--- config.mk ---
export PLATFORM = sky130hd
export DESIGN_NAME = clkcfg_top
export DESIGN_NICKNAME = d
export VERILOG_FILES = /design/src/rtl/clkcfg_pkg.sv /design/src/rtl/clkcfg_gen_bank.sv /design/src/rtl/clkcfg_chan_bank.sv /design/src/rtl/clkcfg_src_regs.sv /design/src/rtl/clkcfg_top.sv
export SDC_FILE = /design/constraint.sdc
export NUM_CORES = 1
export LEC_CHECK = 0
export ABC_AREA = 1
export BUFFER_PORTS_ARGS = -buffer_cell sky130_fd_sc_hd__buf_2
export CAP_MARGIN = 20
export CORE_ASPECT_RATIO = 0.8
export CORE_UTILIZATION = 40
export CTS_CLUSTER_DIAMETER = 200
export DETAILED_ROUTE_END_ITERATION = 10
export GPL_TIMING_DRIVEN = 0
export PLACE_DENSITY = 0.66
export SLEW_MARGIN = 10
export SYNTH_ARGS = -nofsm -noshare
export SYNTH_HDL_FRONTEND = slang
export SYNTH_SLANG_ARGS = --single-unit
--- constraint.sdc ---
create_clock -name clk -period 1.9 [get_ports clk]
set_input_delay 0.19 -clock clk [delete_from_list [all_inputs] [get_ports clk]]
set_output_delay 0.19 -clock clk [all_outputs]
set_load 0.1 [all_outputs]
--- src/rtl/clkcfg_pkg.sv ---
package clkcfg_pkg;

    typedef enum logic [2:0] {
        SRC_OSC8M   = 3'd0,
        SRC_ULP32K  = 3'd1,
        SRC_XOSC32K = 3'd2,
        SRC_XOSC    = 3'd3,
        SRC_PLL     = 3'd4,
        SRC_DFLL    = 3'd5
    } src_e;

    localparam int SRC_W     = 3;
    localparam int GEN_MAIN  = 0;
    localparam int GEN_LP    = 2;

    // field positions inside the write word
    localparam int F_GEN_DIV = 8;
    localparam int F_GEN_EN  = 16;
    localparam int F_CH_EN   = 8;
    localparam int F_CH_LOCK = 9;
    localparam int F_HS_EN   = 0;
    localparam int F_HS_PRE  = 1;
    localparam int F_LF_EN   = 4;
    localparam int F_CPU_DIV = 0;
    localparam int F_BUS_DIV = 4;

    localparam logic [1:0] HS_PRESC_RST = 2'd3;

    function automatic logic gen_rst_en(input int g);
        return (g == GEN_MAIN) || (g == GEN_LP);
    endfunction

    function automatic src_e gen_rst_src(input int g);
        return (g == GEN_LP) ? SRC_ULP32K : SRC_OSC8M;
    endfunction

endpackage

--- src/rtl/clkcfg_gen_bank.sv ---
module clkcfg_gen_bank
    import clkcfg_pkg::*;
#(
    parameter int NUM_GEN = 4,
    parameter int DIV_W   = 8,
    parameter int DATA_W  = 32
) (
    input  logic                     clk,
    input  logic                     any_rst,
    input  logic [NUM_GEN-1:0]       wr_hit,
    input  logic [DATA_W-1:0]        wr_data,
    output logic [NUM_GEN*SRC_W-1:0] gen_src,
    output logic [NUM_GEN*DIV_W-1:0] gen_div,
    output logic [NUM_GEN-1:0]       gen_en
);
    for (genvar g = 0; g < NUM_GEN; g++) begin : g_gen
        src_e              src_q;
        logic [DIV_W-1:0]  div_q;
        logic              en_q;

        always_ff @(posedge clk) begin
            if (any_rst) begin
                src_q <= gen_rst_src(g);
                div_q <= '0;
                en_q  <= gen_rst_en(g);
            end else if (wr_hit[g]) begin
                src_q <= src_e'(wr_data[SRC_W-1:0]);
                div_q <= wr_data[F_GEN_DIV +: DIV_W];
                en_q  <= wr_data[F_GEN_EN];
            end
        end

        assign gen_src[g*SRC_W +: SRC_W] = src_q;
        assign gen_div[g*DIV_W +: DIV_W] = div_q;
        assign gen_en[g]                 = en_q;
    end
endmodule

--- src/rtl/clkcfg_chan_bank.sv ---
module clkcfg_chan_bank
    import clkcfg_pkg::*;
#(
    parameter int NUM_CH = 8,
    parameter int GSEL_W = 2,
    parameter int WDT_CH = 3,
    parameter int DATA_W = 32,
    localparam int CH_W  = $clog2(NUM_CH)
) (
    input  logic                     clk,
    input  logic                     por,
    input  logic                     urst,
    input  logic                     wdt_always_on,
    input  logic [CH_W-1:0]          rtc_ch_idx,
    input  logic [NUM_CH-1:0]        wr_hit,
    input  logic [DATA_W-1:0]        wr_data,
    output logic [NUM_CH*GSEL_W-1:0] ch_gen,
    output logic [NUM_CH-1:0]        ch_en,
    output logic [NUM_CH-1:0]        ch_lock
);
    for (genvar c = 0; c < NUM_CH; c++) begin : g_ch
        localparam bit IS_WDT = (c == WDT_CH);
        localparam logic [GSEL_W-1:0] GSEL_RST = IS_WDT ? GSEL_W'(GEN_LP) : '0;

        logic [GSEL_W-1:0] gsel_q;
        logic              en_q;
        logic              lock_q;
        logic              keep;

        always_comb begin
            keep = lock_q
                 | (IS_WDT && wdt_always_on)
                 | ((rtc_ch_idx == CH_W'(c)) && en_q);
        end

        always_ff @(posedge clk) begin
            if (por) begin
                gsel_q <= GSEL_RST;
                en_q   <= IS_WDT;
                lock_q <= 1'b0;
            end else if (urst) begin
                if (!keep) begin
                    gsel_q <= GSEL_RST;
                    en_q   <= IS_WDT;
                    lock_q <= 1'b0;
                end
            end else if (wr_hit[c] && !lock_q) begin
                gsel_q <= wr_data[GSEL_W-1:0];
                en_q   <= wr_data[F_CH_EN];
                lock_q <= wr_data[F_CH_LOCK];
            end
        end

        assign ch_gen[c*GSEL_W +: GSEL_W] = gsel_q;
        assign ch_en[c]                   = en_q;
        assign ch_lock[c]                 = lock_q;
    end
endmodule

--- src/rtl/clkcfg_src_regs.sv ---
module clkcfg_src_regs
    import clkcfg_pkg::*;
#(
    parameter int SYSDIV_W = 4,
    parameter int DATA_W   = 32
) (
    input  logic                clk,
    input  logic                por,
    input  logic                urst,
    input  logic                wr_osc,
    input  logic                wr_sys,
    input  logic [DATA_W-1:0]   wr_data,
    output logic                hs_osc_en,
    output logic [1:0]          hs_osc_presc,
    output logic                lf_xosc_en,
    output logic [SYSDIV_W-1:0] cpu_div,
    output logic [SYSDIV_W-1:0] bus_div
);
    // fast oscillator and system dividers: every reset
    always_ff @(posedge clk) begin
        if (por || urst) begin
            hs_osc_en    <= 1'b1;
            hs_osc_presc <= HS_PRESC_RST;
            cpu_div      <= '0;
            bus_div      <= '0;
        end else begin
            if (wr_osc) begin
                hs_osc_en    <= wr_data[F_HS_EN];
                hs_osc_presc <= wr_data[F_HS_PRE +: 2];
            end
            if (wr_sys) begin
                cpu_div <= wr_data[F_CPU_DIV +: SYSDIV_W];
                bus_div <= wr_data[F_BUS_DIV +: SYSDIV_W];
            end
        end
    end

    // low-frequency crystal: power reset only, frozen during user reset
    always_ff @(posedge clk) begin
        if (por) begin
            lf_xosc_en <= 1'b0;
        end else if (wr_osc && !urst) begin
            lf_xosc_en <= wr_data[F_LF_EN];
        end
    end
endmodule

--- src/rtl/clkcfg_top.sv ---
module clkcfg_top
    import clkcfg_pkg::*;
#(
    parameter int NUM_GEN  = 4,
    parameter int NUM_CH   = 8,
    parameter int DIV_W    = 8,
    parameter int WDT_CH   = 3,
    parameter int ADDR_W   = 4,
    parameter int DATA_W   = 32,
    parameter int SYSDIV_W = 4,
    localparam int GSEL_W  = $clog2(NUM_GEN),
    localparam int CH_W    = $clog2(NUM_CH)
) (
    input  logic                      clk,
    input  logic                      por,
    input  logic                      urst,
    input  logic                      wdt_always_on,
    input  logic [CH_W-1:0]           rtc_ch_idx,
    input  logic                      wr_en,
    input  logic [ADDR_W-1:0]         wr_addr,
    input  logic [DATA_W-1:0]         wr_data,
    output logic [NUM_GEN*SRC_W-1:0]  gen_src,
    output logic [NUM_GEN*DIV_W-1:0]  gen_div,
    output logic [NUM_GEN-1:0]        gen_en,
    output logic [NUM_CH*GSEL_W-1:0]  ch_gen,
    output logic [NUM_CH-1:0]         ch_en,
    output logic [NUM_CH-1:0]         ch_lock,
    output logic                      hs_osc_en,
    output logic [1:0]                hs_osc_presc,
    output logic                      lf_xosc_en,
    output logic [SYSDIV_W-1:0]       cpu_div,
    output logic [SYSDIV_W-1:0]       bus_div
);
    localparam int A_OSC   = 0;
    localparam int A_SYS   = 1;
    localparam int A_GEN0  = 2;
    localparam int A_CH0   = A_GEN0 + NUM_GEN;

    logic                 any_rst;
    logic                 wr_ok;
    logic                 wr_osc, wr_sys;
    logic [NUM_GEN-1:0]   gen_hit;
    logic [NUM_CH-1:0]    ch_hit;

    assign any_rst = por | urst;
    assign wr_ok   = wr_en & ~any_rst;
    assign wr_osc  = wr_ok && (wr_addr == ADDR_W'(A_OSC));
    assign wr_sys  = wr_ok && (wr_addr == ADDR_W'(A_SYS));

    for (genvar g = 0; g < NUM_GEN; g++) begin : g_gdec
        assign gen_hit[g] = wr_ok && (wr_addr == ADDR_W'(A_GEN0 + g));
    end
    for (genvar c = 0; c < NUM_CH; c++) begin : g_cdec
        assign ch_hit[c] = wr_ok && (wr_addr == ADDR_W'(A_CH0 + c));
    end

    clkcfg_gen_bank #(.NUM_GEN(NUM_GEN), .DIV_W(DIV_W), .DATA_W(DATA_W)) u_gen (
        .clk     (clk),
        .any_rst (any_rst),
        .wr_hit  (gen_hit),
        .wr_data (wr_data),
        .gen_src (gen_src),
        .gen_div (gen_div),
        .gen_en  (gen_en)
    );

    clkcfg_chan_bank #(.NUM_CH(NUM_CH), .GSEL_W(GSEL_W), .WDT_CH(WDT_CH),
                       .DATA_W(DATA_W)) u_ch (
        .clk           (clk),
        .por           (por),
        .urst          (urst),
        .wdt_always_on (wdt_always_on),
        .rtc_ch_idx    (rtc_ch_idx),
        .wr_hit        (ch_hit),
        .wr_data       (wr_data),
        .ch_gen        (ch_gen),
        .ch_en         (ch_en),
        .ch_lock       (ch_lock)
    );

    clkcfg_src_regs #(.SYSDIV_W(SYSDIV_W), .DATA_W(DATA_W)) u_src (
        .clk          (clk),
        .por          (por),
        .urst         (urst),
        .wr_osc       (wr_osc),
        .wr_sys       (wr_sys),
        .wr_data      (wr_data),
        .hs_osc_en    (hs_osc_en),
        .hs_osc_presc (hs_osc_presc),
        .lf_xosc_en   (lf_xosc_en),
        .cpu_div      (cpu_div),
        .bus_div      (bus_div)
    );
endmodule

==> results.cfg <==
[grt]
grt_max_degree = 17
grt_pass1_vias = 3748
grt_use_total_pct = 23.2
antenna_found_initial = 0
grt_pass1_wl_microns = 18800
overflow = 0

[power]
p_leak_nw = 2.39
power.density_nw_per_um2 = 942
peakVddDrop_v = 0.000518
p_seq_share_pct = 41.5
switchingPower_mw = 1.35
swShare_pct = 28.1
intPower_mw = 3.45
clock_power_share_pct = 44.4
combPwrFrac_pct = 14.2

[drt]
drt-total-wl_microns = 11800
ant_nets = 0
drt_iter0_drc = 203
dr.pass1.iters = 7
vias = 4025
avgViaCountPerCell = 4.88
drc_errors = 0
wire_per_inst_microns = 14.3

[die]
start_util_pct = 41.2
die_area_sq_um = 10300
die_w_microns = 113
core_sq_um = 9650
io_pins = 136
die_h_microns = 91.2
num_rows = 32

[sta]
timing.fmax_mhz = 700
fin_skew_ps = 4.96
slew_violations = 0
setup_viol = 0
worst_pin_slew_ps = 811
timing.slew.headroom_pct = 45.7
min_period_over_period_pct = 75.1
fin_tns_setup_ps = 0
timing.hold.ws_ps = 117
post-route-min-period_ps = 1430
rsz0062_at_grt = no
finalHoldViolations = 0

[synth]
ys_types = 20
ys_ff_latch = 92
syn_nets = 598
ys_seq_area_share_pct = 46.3
netlist_area_sq_um = 3980
syn_avg_cell_area_sq_um = 7.18
yosysWarnings = 0
syn-instance-count = 554

[setup_path]
cp_max_fo = 3
path_cells = buf_4 -> buf_2
max_stage_delay_ps = 410
worst_ep_arrival_time_ps = 1240
required_ps = 1710
worstReg2RegStart = u_ch.g_ch[6].en_q$_SDFFE_PP0P_
path_buf_inv = 2
cp-start-kind = flip-flop
endpoint_kind = output pin
r2r_cells = 7
rr_endpoint = u_ch.g_ch[6].en_q$_SDFFE_PP0P_
reg2reg_setup_slack_ps = 830
crit_family = buffers and inverters
path_class = flip-flop to output pin
critPathSlowestCell = buf_2

[place]
numPortBuffers = 118
place.gp.congestion = 0.857
dp_hpwl_microns = 8540

[final_layout]
layout.nets = 727
n_fill_cell = 956
n_antenna_cell = 0
synthToLayoutAreaGrowth_pct = 28.1
layout-drive-gt1-share_pct = 25.4

[cts]
cts.clk_slew.worst_paths_ps = 70
cts_buffers = 9
post_cts_buffers = 0
cts-resized-gates = 0
cts_max_level = 3
cts_root_buf = clkbuf_16
clkLatencyLatePin_ps = 330
cts_tree = built
cts_hold_buf = 0
clockBufferDepth = 2
numClockSinks = 92

[flow_run]
cap_viol_max_count = 0

[hold_path]
hold_path_class = input port to flip-flop
whs_path_depth = 3
min_to = u_src.bus_div[3]$_SDFFE_PP0P_
min_from = wr_data[7]

[status]
status = complete, no violations
[power by group through the flow]
stage / Clock (mW) / Sequential (mW) / Combinational (mW)
floorplan: 0 / 2.22 / 0.329
detailed placement: 0 / 2.03 / 0.674
global route: 2.24 / 1.99 / 0.722
finish: 2.13 / 1.99 / 0.679
CTS: 2.14 / 1.99 / 0.677
global placement: 0 / 2.03 / 0.668
[registers in the layout, indices dropped and copies added (netlist names)]
register            flops
u_ch.g_ch.lock_q        8
u_gen.g_gen.div_q      32
u_ch.g_ch.gsel_q       16
u_src.hs_osc_en         1
u_gen.g_gen.en_q        4
u_ch.g_ch.en_q          8
u_src.bus_div           4
u_gen.g_gen.src_q      12
u_src.lf_xosc_en        1
u_src.cpu_div           4
u_src.hs_osc_presc      2
[logic make-up (layout without fill, tap and decap cells)]
family | Yosys count | after routing | synth area share, %
simple gates | 280 | 280 | 30.5
compound gates | 87 | 87 | 11.1
buf+inv | 95 | 229 | 12.1
flops | 92 | 92 | 46.3
[worst max-delay path by stage]
stage	from	to	slack (ps)	cells past startpoint
finish	u_ch.g_ch[3].lock_q$_SDFFE_PP0P_	ch_lock[3]	470	2
global route	u_gen.g_gen[0].en_q$_SDFFE_PP1P_	gen_en[0]	430	2
CTS	u_ch.g_ch[3].lock_q$_SDFFE_PP0P_	ch_lock[3]	470	2
detailed placement	wr_addr[1]	u_src.bus_div[2]$_SDFFE_PP0P_	210	7
global placement	wr_addr[1]	u_src.bus_div[1]$_SDFFE_PP0P_	290	7
floorplan	u_ch.g_ch[4].gsel_q[0]$_SDFFE_PP0P_	u_ch.g_ch[4].gsel_q[0]$_SDFFE_PP0P_	600	4
[Yosys cell counts (all sizes together)]
| cell | instances | share of area (%) |
|---|---|---|
| buf | 30 | 5.9 |
| dfxtp | 92 | 46 |
| o21ai | 22 | 2.8 |
| nand2 | 99 | 9.6 |
| a21oi | 62 | 7.8 |
| inv | 52 | 5.0 |
| nor3 | 1 | 0.13 |
| nand3 | 85 | 11 |
| clkbuf | 13 | 1.2 |
| o211ai | 3 | 0.57 |
| nor2 | 95 | 9.4 |
[layout by cell type, fill, tap and decap left out]
master	count
clkbuf_8	1
buf_2	121
o21ai_0	22
inv_2	1
nor2_8	1
nor2_2	1
nor3_1	1
dfxtp_1	92
nand3_2	5
inv_4	1
nor2_1	93
o211ai_1	3
inv_6	2
a21oi_1	62
clkinv_4	1
nand2_2	1
clkbuf_16	9
bufinv_16	3
inv_1	50
nand2_4	1
clkbuf_1	13
buf_6	4
buf_4	23
nand2_1	97
nand3_1	80
[per-layer routing]
layer  wire, microns  GRT usage, %  part of all wire [%]  up-vias
li1                -             -                     -     2022
met1            5520          31.6                    47     1862
met2            5430          37.0                    46      127
met3             712          4.47                   6.0       14
met4             122          7.02                   1.0        0
met5               0             0                     0        -
[per-stage QoR]
| step | total power, mW | utilization [%] | area, sq um | worst slack (ps) | instances |
|---|---|---|---|---|---|
| finish | 4.80 | 52.8 | 5090 | 472 | 824 |
| global route | 4.95 | 52.8 | 5090 | 434 | 824 |
| CTS | 4.81 | 52.8 | 5090 | 473 | 824 |
| detailed placement | 2.71 | 49.1 | 4740 | 207 | 808 |
| global placement | 2.70 | 49.1 | 4740 | 286 | 808 |
| floorplan | 2.55 | - | 3980 | 601 | 554 |
[area by class of cell]
class	instances	area, sq um	share of cell area (%)
Clock inverter	6	116	2.29
Multi-Input combinational cell	367	1660	32.5
Timing Repair Buffer	118	591	11.6
Buffer	43	282	5.53
Inverter	52	198	3.88
Sequential cell	92	1840	36.2
Clock buffer	10	239	4.69
Tap cell	136	170	3.34
[tightest hold or removal path: stages]
cell     delay [ps]
buf_2           100
nand3_1          70
a21oi_1          60
(Power assumes the default switching activity.)
